File: config.mk
export PLATFORM = sky130hd
export DESIGN_NAME = i2c_stall_rx
export DESIGN_NICKNAME = d
export VERILOG_FILES = /design/src/rtl/i2c_srx_pkg.sv /design/src/rtl/i2c_line_events.sv /design/src/rtl/i2c_rx_holding.sv /design/src/rtl/i2c_rx_frame.sv /design/src/rtl/i2c_stall_rx.sv
export SDC_FILE = /design/constraint.sdc
export NUM_CORES = 1
export LEC_CHECK = 0
export ABC_AREA = 1
export BUFFER_PORTS_ARGS = -buffer_cell sky130_fd_sc_hd__buf_2
export CORE_ASPECT_RATIO = 1.1
export CORE_MARGIN = 8
export CORE_UTILIZATION = 30
export CTS_CLUSTER_SIZE = 14
export DETAILED_ROUTE_END_ITERATION = 6
export SETUP_SLACK_MARGIN = 0.15
export SYNTH_ARGS = -nofsm -noshare
export SYNTH_HDL_FRONTEND = slang
export SYNTH_SLANG_ARGS = --single-unit
File: constraint.sdc
create_clock -name clk -period 2.7 [get_ports clk]
set_input_delay 0.135 -clock clk [delete_from_list [all_inputs] [get_ports clk]]
set_output_delay 0.135 -clock clk [all_outputs]
set_load 0.01 [all_outputs]
File: src/rtl/i2c_srx_pkg.sv
package i2c_srx_pkg;

    localparam int BYTE_W = 8;
    localparam int ADDR_W = 7;
    localparam int CNT_W  = $clog2(BYTE_W + 1);

    typedef enum logic [2:0] {
        FR_IDLE,
        FR_ADDR,
        FR_AACK,
        FR_DATA,
        FR_STALL,
        FR_REL,
        FR_DACK,
        FR_SKIP
    } fr_state_e;

    typedef struct packed {
        logic scl_rise;
        logic scl_fall;
        logic start;
        logic stop;
    } line_ev_t;

    function automatic logic addr_hit(input logic [BYTE_W-1:0] b,
                                      input logic [ADDR_W-1:0] own);
        return (b[BYTE_W-1:BYTE_W-ADDR_W] == own) && !b[0];
    endfunction

endpackage

File: src/rtl/i2c_line_events.sv
module i2c_line_events
    import i2c_srx_pkg::*;
(
    input  logic     clk,
    input  logic     rst,
    input  logic     sda_i,
    input  logic     scl_i,
    output line_ev_t ev_o
);
    logic scl_q, sda_q;

    always_ff @(posedge clk) begin
        if (rst) begin
            scl_q <= 1'b1;
            sda_q <= 1'b1;
        end else begin
            scl_q <= scl_i;
            sda_q <= sda_i;
        end
    end

    always_comb begin
        ev_o.scl_rise = scl_i & ~scl_q;
        ev_o.scl_fall = ~scl_i & scl_q;
        ev_o.start    = scl_i & scl_q & sda_q & ~sda_i;
        ev_o.stop     = scl_i & scl_q & ~sda_q & sda_i;
    end

endmodule

File: src/rtl/i2c_rx_holding.sv
module i2c_rx_holding
    import i2c_srx_pkg::*;
(
    input  logic              clk,
    input  logic              rst,
    input  logic              load_i,
    input  logic [BYTE_W-1:0] data_i,
    input  logic              rd_i,
    output logic [BYTE_W-1:0] data_o,
    output logic              valid_o
);
    always_ff @(posedge clk) begin
        if (rst) begin
            data_o  <= '0;
            valid_o <= 1'b0;
        end else if (load_i) begin
            data_o  <= data_i;
            valid_o <= 1'b1;
        end else if (rd_i) begin
            valid_o <= 1'b0;
        end
    end

    AST_NO_OVERWRITE: assert property (@(posedge clk) disable iff (rst)
        load_i |-> (!valid_o || rd_i));

    AST_HOLD_UNREAD: assert property (@(posedge clk) disable iff (rst)
        (valid_o && !rd_i) |=> $stable(data_o));

    AST_READ_CLEARS: assert property (@(posedge clk) disable iff (rst)
        (rd_i && !load_i) |=> !valid_o);

endmodule

File: src/rtl/i2c_rx_frame.sv
module i2c_rx_frame
    import i2c_srx_pkg::*;
(
    input  logic              clk,
    input  logic              rst,
    input  line_ev_t          ev_i,
    input  logic              sda_i,
    input  logic [ADDR_W-1:0] own_addr_i,
    input  logic              buf_valid_i,
    input  logic              rd_i,
    output logic              load_o,
    output logic [BYTE_W-1:0] byte_o,
    output logic              sda_hold_o,
    output logic              scl_hold_o,
    output logic              stretching_o
);
    fr_state_e         st_q;
    logic [CNT_W-1:0]  cnt_q;
    logic [BYTE_W-1:0] sh_q;
    logic              byte_done;
    logic              room;

    assign byte_done = ev_i.scl_fall && (cnt_q == CNT_W'(BYTE_W));
    assign room      = !buf_valid_i || rd_i;

    always_comb begin
        load_o = 1'b0;
        if (st_q == FR_DATA && byte_done && room)
            load_o = 1'b1;
        else if (st_q == FR_STALL && rd_i)
            load_o = 1'b1;
    end

    assign byte_o       = sh_q;
    assign sda_hold_o   = (st_q == FR_AACK) || (st_q == FR_DACK) || (st_q == FR_REL);
    assign scl_hold_o   = (st_q == FR_STALL) || (st_q == FR_REL);
    assign stretching_o = (st_q == FR_STALL);

    always_ff @(posedge clk) begin
        if (rst) begin
            st_q  <= FR_IDLE;
            cnt_q <= '0;
            sh_q  <= '0;
        end else if (ev_i.start) begin
            st_q  <= FR_ADDR;
            cnt_q <= '0;
        end else if (ev_i.stop) begin
            st_q  <= FR_IDLE;
            cnt_q <= '0;
        end else begin
            if ((st_q == FR_ADDR || st_q == FR_DATA) && ev_i.scl_rise
                && cnt_q != CNT_W'(BYTE_W)) begin
                sh_q  <= {sh_q[BYTE_W-2:0], sda_i};
                cnt_q <= cnt_q + 1'b1;
            end
            case (st_q)
                FR_ADDR: if (byte_done)
                    st_q <= addr_hit(sh_q, own_addr_i) ? FR_AACK : FR_SKIP;
                FR_AACK, FR_DACK: if (ev_i.scl_fall) begin
                    st_q  <= FR_DATA;
                    cnt_q <= '0;
                end
                FR_DATA: if (byte_done)
                    st_q <= room ? FR_DACK : FR_STALL;
                FR_STALL: if (rd_i)
                    st_q <= FR_REL;
                FR_REL:
                    st_q <= FR_DACK;
                default: ;
            endcase
        end
    end

    AST_STALL_ONLY_FULL: assert property (@(posedge clk) disable iff (rst)
        (st_q == FR_STALL) |-> buf_valid_i);

    AST_ACK_BEFORE_RELEASE: assert property (@(posedge clk) disable iff (rst)
        $fell(scl_hold_o) |-> sda_hold_o);

    AST_STOP_RELEASES: assert property (@(posedge clk) disable iff (rst)
        ev_i.stop |=> (!sda_hold_o && !scl_hold_o));

    AST_SKIP_NO_LOAD: assert property (@(posedge clk) disable iff (rst)
        (st_q == FR_SKIP || st_q == FR_IDLE) |-> !load_o);

endmodule

File: src/rtl/i2c_stall_rx.sv
module i2c_stall_rx
    import i2c_srx_pkg::*;
(
    input  logic              clk,
    input  logic              rst,
    input  logic              sda_in,
    input  logic              scl_in,
    input  logic [ADDR_W-1:0] own_addr,
    input  logic              rd_strobe,
    output logic              sda_pull,
    output logic              scl_pull,
    output logic [BYTE_W-1:0] rx_data,
    output logic              rx_valid,
    output logic              stretching
);
    line_ev_t          ev;
    logic              load;
    logic [BYTE_W-1:0] pend_byte;

    i2c_line_events u_events (
        .clk   (clk),
        .rst   (rst),
        .sda_i (sda_in),
        .scl_i (scl_in),
        .ev_o  (ev)
    );

    i2c_rx_frame u_frame (
        .clk          (clk),
        .rst          (rst),
        .ev_i         (ev),
        .sda_i        (sda_in),
        .own_addr_i   (own_addr),
        .buf_valid_i  (rx_valid),
        .rd_i         (rd_strobe),
        .load_o       (load),
        .byte_o       (pend_byte),
        .sda_hold_o   (sda_pull),
        .scl_hold_o   (scl_pull),
        .stretching_o (stretching)
    );

    i2c_rx_holding u_buf (
        .clk     (clk),
        .rst     (rst),
        .load_i  (load),
        .data_i  (pend_byte),
        .rd_i    (rd_strobe),
        .data_o  (rx_data),
        .valid_o (rx_valid)
    );

    AST_SCL_MEANS_FULL: assert property (@(posedge clk) disable iff (rst)
        (stretching && !rd_strobe) |=> (rx_valid && scl_pull));

endmodule

Yosys cells after proc, flatten, opt, wreduce, memory -nomap -nowiden

Cells that the tools add are included.

Flip-flop bits (word level): 26
Input port bits: 12
Output and inout bits: 12
Word-level logic and storage cells: 77

Add/sub/neg operators: 1
Equal/unequal tests: 17
Muxes and demuxes: 16
Bitwise logic cells: 13
Reductions and logical operators: 22

Operators by type and width:

| operator            | number |
|---|---|
| $mux 3              | 5 |
| $pmux 3 s5          | 1 |
| $mux 4              | 3 |
| $ne 4x3->1 const B  | 3 |
| $reduce_and 5->1    | 2 |
| $eq 3x3->1 const B  | 3 |
| $and 1x1->1         | 7 |
| $eq 7x7->1          | 1 |
| $logic_and 1x1->1   | 7 |
| $reduce_bool 7->1   | 1 |
| $eq 3x2->1 const B  | 2 |
| $mux 1              | 6 |
| $ne 2x1->1 const B  | 3 |
| $not 1->1           | 6 |
| $logic_or 1x1->1    | 5 |
| $reduce_bool 5->1   | 1 |
| $add 4x1->4 const B | 1 |
| $eq 4x4->1 const B  | 1 |
| $ne 4x2->1 const B  | 1 |
| $ne 4x4->1 const B  | 1 |
| $eq 3x1->1 const B  | 1 |
| $reduce_and 3->1    | 1 |
| $reduce_or 3->1     | 1 |
| $logic_not 1->1     | 2 |
| other kinds (4)     | 4 |

Depth between registers and ports, before layout

Depth in word-level cells: 7
Mapped depth: 11
Depth with buffers taken out: 11

Modules after synthesis

Synthesis repeated with hierarchy kept, for this count alone.

Cells, all modules: 200
Area, all modules: 1332.5 um^2

By module, submodules not included:

| module          | instances | cells an instance | area each (um^2) | sequential area each (um^2) |
|---|---|---|---|---|
| i2c_rx_frame    | 1         | 146               | 935.9            | 300.3 |
| i2c_rx_holding  | 1         | 38                | 304.0            | 180.2 |
| i2c_line_events | 1         | 16                | 92.6             | 40.0 |

Worst setup path before layout

OpenSTA, ideal clock, no wires.

Path type: flip-flop to flip-flop
Start: reg u_frame.cnt_q[0]
End: reg u_frame.cnt_q[2]
Library setup time: 0.113 ns
Arrival time: 1.237 ns
Data required time: 2.587 ns
Slack: 1.350 ns
Stages on the path, launching flop included: 12
Buffers on the path: 0
Clock period less this slack: 1.350 ns
Path through: dfxtp_1 > inv_1 > ha_1 > nand2_1 > nor2_1 > inv_1 > nand2_1 > inv_2 > nand2_1 > a21oi_1 > o21ai_1 > inv_1

Word-level cells in the longest chain between the ends: 5
Elaborated cells between the ends (all ways): 6
Classes of those cells: add/sub: 1; eq/ne: 1; mux: 3; reduce/logical: 1

Ends and longest elaborated chain:

| what                                                                | RTL line           | text |
|---|---|---|
| from (decl)                                                         | i2c_rx_frame.sv:18 | `logic [CNT_W-1:0] cnt_q;` |
| from (signal assigned)                                              | i2c_rx_frame.sv:54 | `cnt_q <= cnt_q + 1'b1;` |
| parallel branches: the longest is 2 deep, another holds $add 4x1->4 | --                 |  |
| $mux 4 (*)                                                          | i2c_rx_frame.sv:51 | `if ((st_q == FR_ADDR \|\| st_q == FR_DATA) && ev_i.scl_rise` |
| $mux 4                                                              | i2c_rx_frame.sv:59 | `FR_AACK, FR_DACK: if (ev_i.scl_fall) begin` |
| $mux 4 (*)                                                          | i2c_rx_frame.sv:56 | `case (st_q)` |

Mark *: on every way between the ends.
A chain may end at the register's enable or synchronous reset.

Final worst setup path

Same ends and word-level chain as after synthesis.

==> summary.md <==
| Metric | Value |
|---|---|
| Status | complete, no violations |
| Share of the synthesized netlist area taken by xor and xnor gates | 0.672% |
| Die Y | around 85 µm |
| Remaining global-route overflow | 0 |
| Relative contribution of sequential cells to total power | 57.6% |
| Detailed-route wire length per cell | ~11 µm |
| Place WS | about 930 ps |
| Clock sink count | 26 |
| Post-synthesis sequential element count | 26 |
| Psw | around 0.00017 W |
| Avg Inst Size Synth | slightly below 7 µm² |
| Max Cap Viol | 0 |
| Fraction of layout instances using a drive strength above 1 | 18.2% |
| Layout fillers | 467 |
| Type of element capturing the critical path | register |
| Setup slack of the critical path after layout | 939 ps |
| Highest metal used | met4 |
| Worst skew pair latency | 270 ps |
| Sequential fraction of the synthesis area | 40.0% |
| # port buffers | 23 |
| Detail Route met2 WL | 1250 µm |
| IR Drop Worst-Case VDD | 0.224 mV |
| Crit path largest cell delay | 370 ps |
| Worst-path clk slew | about 90 ps |
| Number of gates resized after cts | 0 |
| Power density relative to cell area | between 400 and 500 nW/µm² |
| Clock group share of total power | 31.1% |
| Crit path max-delay family | simple AND/OR/NAND/NOR gates |
| Starting Density | 30.8% |
| Leak pwr | between 0.7 and 0.8 nW |
| Switching Share | 25.0% |
| Min Tclk post-route | 1760 ps |
| Compound-cell area share of the yosys netlist | 18.9% |
| Cell variety after synth | 23 |
| CP startpoint kind | register |
| Pin count of the biggest net entering global routing | 22 |
| Hold bufs inserted after CTS | 0 |
| Metal3 WL | 135 µm |
| Number of buffer and inverter stages on the critical path | 4 |
| Detail-routed via count per cell | 4.46 |
| Worst-case clock buffer depth | 2 |
| Unrepaired setup endpoints after global routing | false |
| Die area | 6710 µm² |
| Iteration count of the initial detailed-routing pass | 4 |
| Power Internal | about 0.00052 W |
| Peak Freq | between 500 and 600 MHz |
| Largest clock skew in the final design | 6.41 ps |
| Mux cell area share after synthesis | 0% |
| Final sum of negative setup slack | 0 ps |
| Number of hold-slack violations in the final timing report | 0 |
| Largest family of logic cells by synthesized area | simple AND/OR/NAND/NOR gates |
| Number of post-CTS setup repair buffers | 0 |
| Area growth syn-to-layout | 14.6% |
| HPWL after detailed placement | 2160 µm |
| Global placement routability congestion | 0.797 |
| Vias in the first global route | between 1000 and 1500 |
| Worst rel slew slack | 68.1% |
| Antenna violations before repair | 0 |
| Total number of placement rows | 25 |
| Number of cells produced by synthesis | roughly 190 |
| TritonCTS clock tree | done |
| Met1 layer wirelength in the final routing | 1370 µm |
| Setup violators final | 0 |
| Detailed Route Iter0 Violations | 49 |
| Yosys warning count | 0 |
| Horizontal extent of the die | 78.8 µm |
| Remaining antenna violation count after routing | 0 |
| Global-route wire length before repair | 4860 µm |
| Worst Hold Class | in2reg |
| Critical Path, Cell by Cell | inv_1, ha_1, nand2_1, nor2_1, inv_1, nand2_1, inv_2, nand2_1, a21oi_1, o21ai_1, inv_1 |
| Via count of the routed design | 1194 |
| Core area | 4220 µm² |
| CTS Buf Count | 3 |
| Diode insertion count for antenna repair | 0 |
| Clk root buf | clkbuf_8 |
| Cell area after technology mapping | roughly 1300 µm² |
| Period utilisation layout | 65.2% |
| Max-slew violation total from the final report | 0 |
| DRC violations left | 0 |
| Maximum net fanout on the critical path | 16 |
| Power consumption | 0.000698 W |
| Routed wire length | 2830 µm |
| Library cell contributing the largest single delay on the critical path | nand2_1 |
| Total global routing track utilization | approximately 9% |
| Kind of critical path | reg2reg |
| Required time of the worst setup path | 2870 ps |
| Transition time of the tightest slew-check pin | between 400 and 500 ps |
| H-Tree Depth | 1 |
| Logic gate share of total power | 11.3% |
| Net count of the mapped netlist | 205 |
| Arithmetic-cell share of the synthesized area counting full adders, half adders and majority gates | 1.92% |
| # IOs | 24 |
| Post-synthesis simple-gate area fraction | 24.7% |
| Data arrival at the endpoint of the critical path | 1930 ps |
| Number of nets at the end of the flow | 230 |
[path summary, 6_finish.rpt]
check / start / end / slack, ps / depth (start not counted)
setup reg to reg: u_frame.cnt_q[0] / u_frame.cnt_q[2] / 940 / 11
setup / recovery: u_frame.cnt_q[0] / u_frame.cnt_q[2] / 940 / 11
hold reg to reg: u_frame.cnt_q[3] / u_frame.cnt_q[3] / 480 / 2
hold / removal: sda_in / u_events.sda_q / 100 / 3
[per-layer routing]
| layer | vias to the layer above | track usage, % |
|---|---|---|
| met5 | - | 0 |
| met4 | 0 | 5.90 |
| met3 | 6 | 2.75 |
| met2 | 22 | 14.3 |
| met1 | 518 | 9.91 |
| li1 | 648 | - |
[placed cells by master (no fill, tap or decap), types with 3 or more instances in the layout]
master	instances
nand2_1	44
inv_1	35
dfxtp_1	26
a21oi_1	23
buf_2	23
o21ai_0	20
nor2_1	12
nand3_1	5
nor3_1	4
nor2_2	3
clkbuf_8	3
[per-stage QoR]
stage | hold WS, ps | util, % | cell area, µm² | instances
after floorplan | 232 | - | 1300 | 191
after global placement | 376 | 34.4 | 1450 | 265
after detailed placement | 374 | 34.4 | 1450 | 265
after CTS | 90.7 | 35.3 | 1490 | 268
after global routing | 106 | 35.3 | 1490 | 268
final | 98.7 | 35.3 | 1490 | 268
[logic make-up (layout without fill, tap and decap cells)]
family | count (synthesis) | after routing
xor gates and xnor gates | 1 | 1
and+or+nand+nor | 74 | 74
DFF | 26 | 26
adders and majority gates | 2 | 2
buffers and inverters | 41 | 64
AOI/OAI and AO/OA | 47 | 47
[layout make-up]
cell class                      count  area [µm²]  area share [%]
Tap cell                           54        67.6            4.53
Multi-Input combinational cell    124         602            40.3
Timing Repair Buffer               24         123            8.21
Sequential cell                    26         520            34.9
Inverter                           37         139            9.30
Clock buffer                        3        41.3            2.77
[Yosys cell counts]
library cell / number / area share, %
buf_8: 2 / 2.3
xnor2_1: 1 / 0.67
nand3_2: 1 / 0.77
nand4_1: 1 / 0.48
o21ai_2: 2 / 1.3
inv_1: 35 / 10
nand3b_1: 1 / 0.58
a21oi_2: 1 / 0.67
dfxtp_1: 26 / 40
nor3_1: 4 / 1.5
o21ai_0: 20 / 7.7
inv_2: 2 / 0.58
nor2_2: 3 / 1.4
buf_4: 1 / 0.58
nand3_1: 5 / 1.9
ha_1: 2 / 1.9
nand2_1: 44 / 13
nand2_2: 2 / 0.96
clkbuf_1: 1 / 0.29
a21oi_1: 23 / 8.8
nor2_1: 12 / 3.5
nand2_4: 1 / 0.86
o21ai_1: 1 / 0.38
[state kept, by name, summed over array words and instances, names as in the netlist]
| signal | count |
|---|---|
| u_buf.data_o | 8 |
| u_buf.valid_o | 1 |
| u_events.scl_q | 1 |
| u_events.sda_q | 1 |
| u_frame.byte_o | 8 |
| u_frame.cnt_q | 4 |
| u_frame.st_q | 3 |
[tightest hold or removal path, cell delays in order]
cell	delay, ps
buf_2	110
inv_1	50
nand2_1	40
[power by group through the flow]
stage | Combinational, W | Clock [W] | Sequential [W]
2_1_floorplan | 0.0000562 | 0 | 0.000410
5_1_grt | 0.0000906 | 0.000241 | 0.000403
3_5_place_dp | 0.0000794 | 0 | 0.000411
3_3_place_gp | 0.0000795 | 0 | 0.000411
6_report | 0.0000789 | 0.000217 | 0.000402
4_1_cts | 0.0000799 | 0.000226 | 0.000402
No activity file was read; power rests on OpenSTA's default activity.
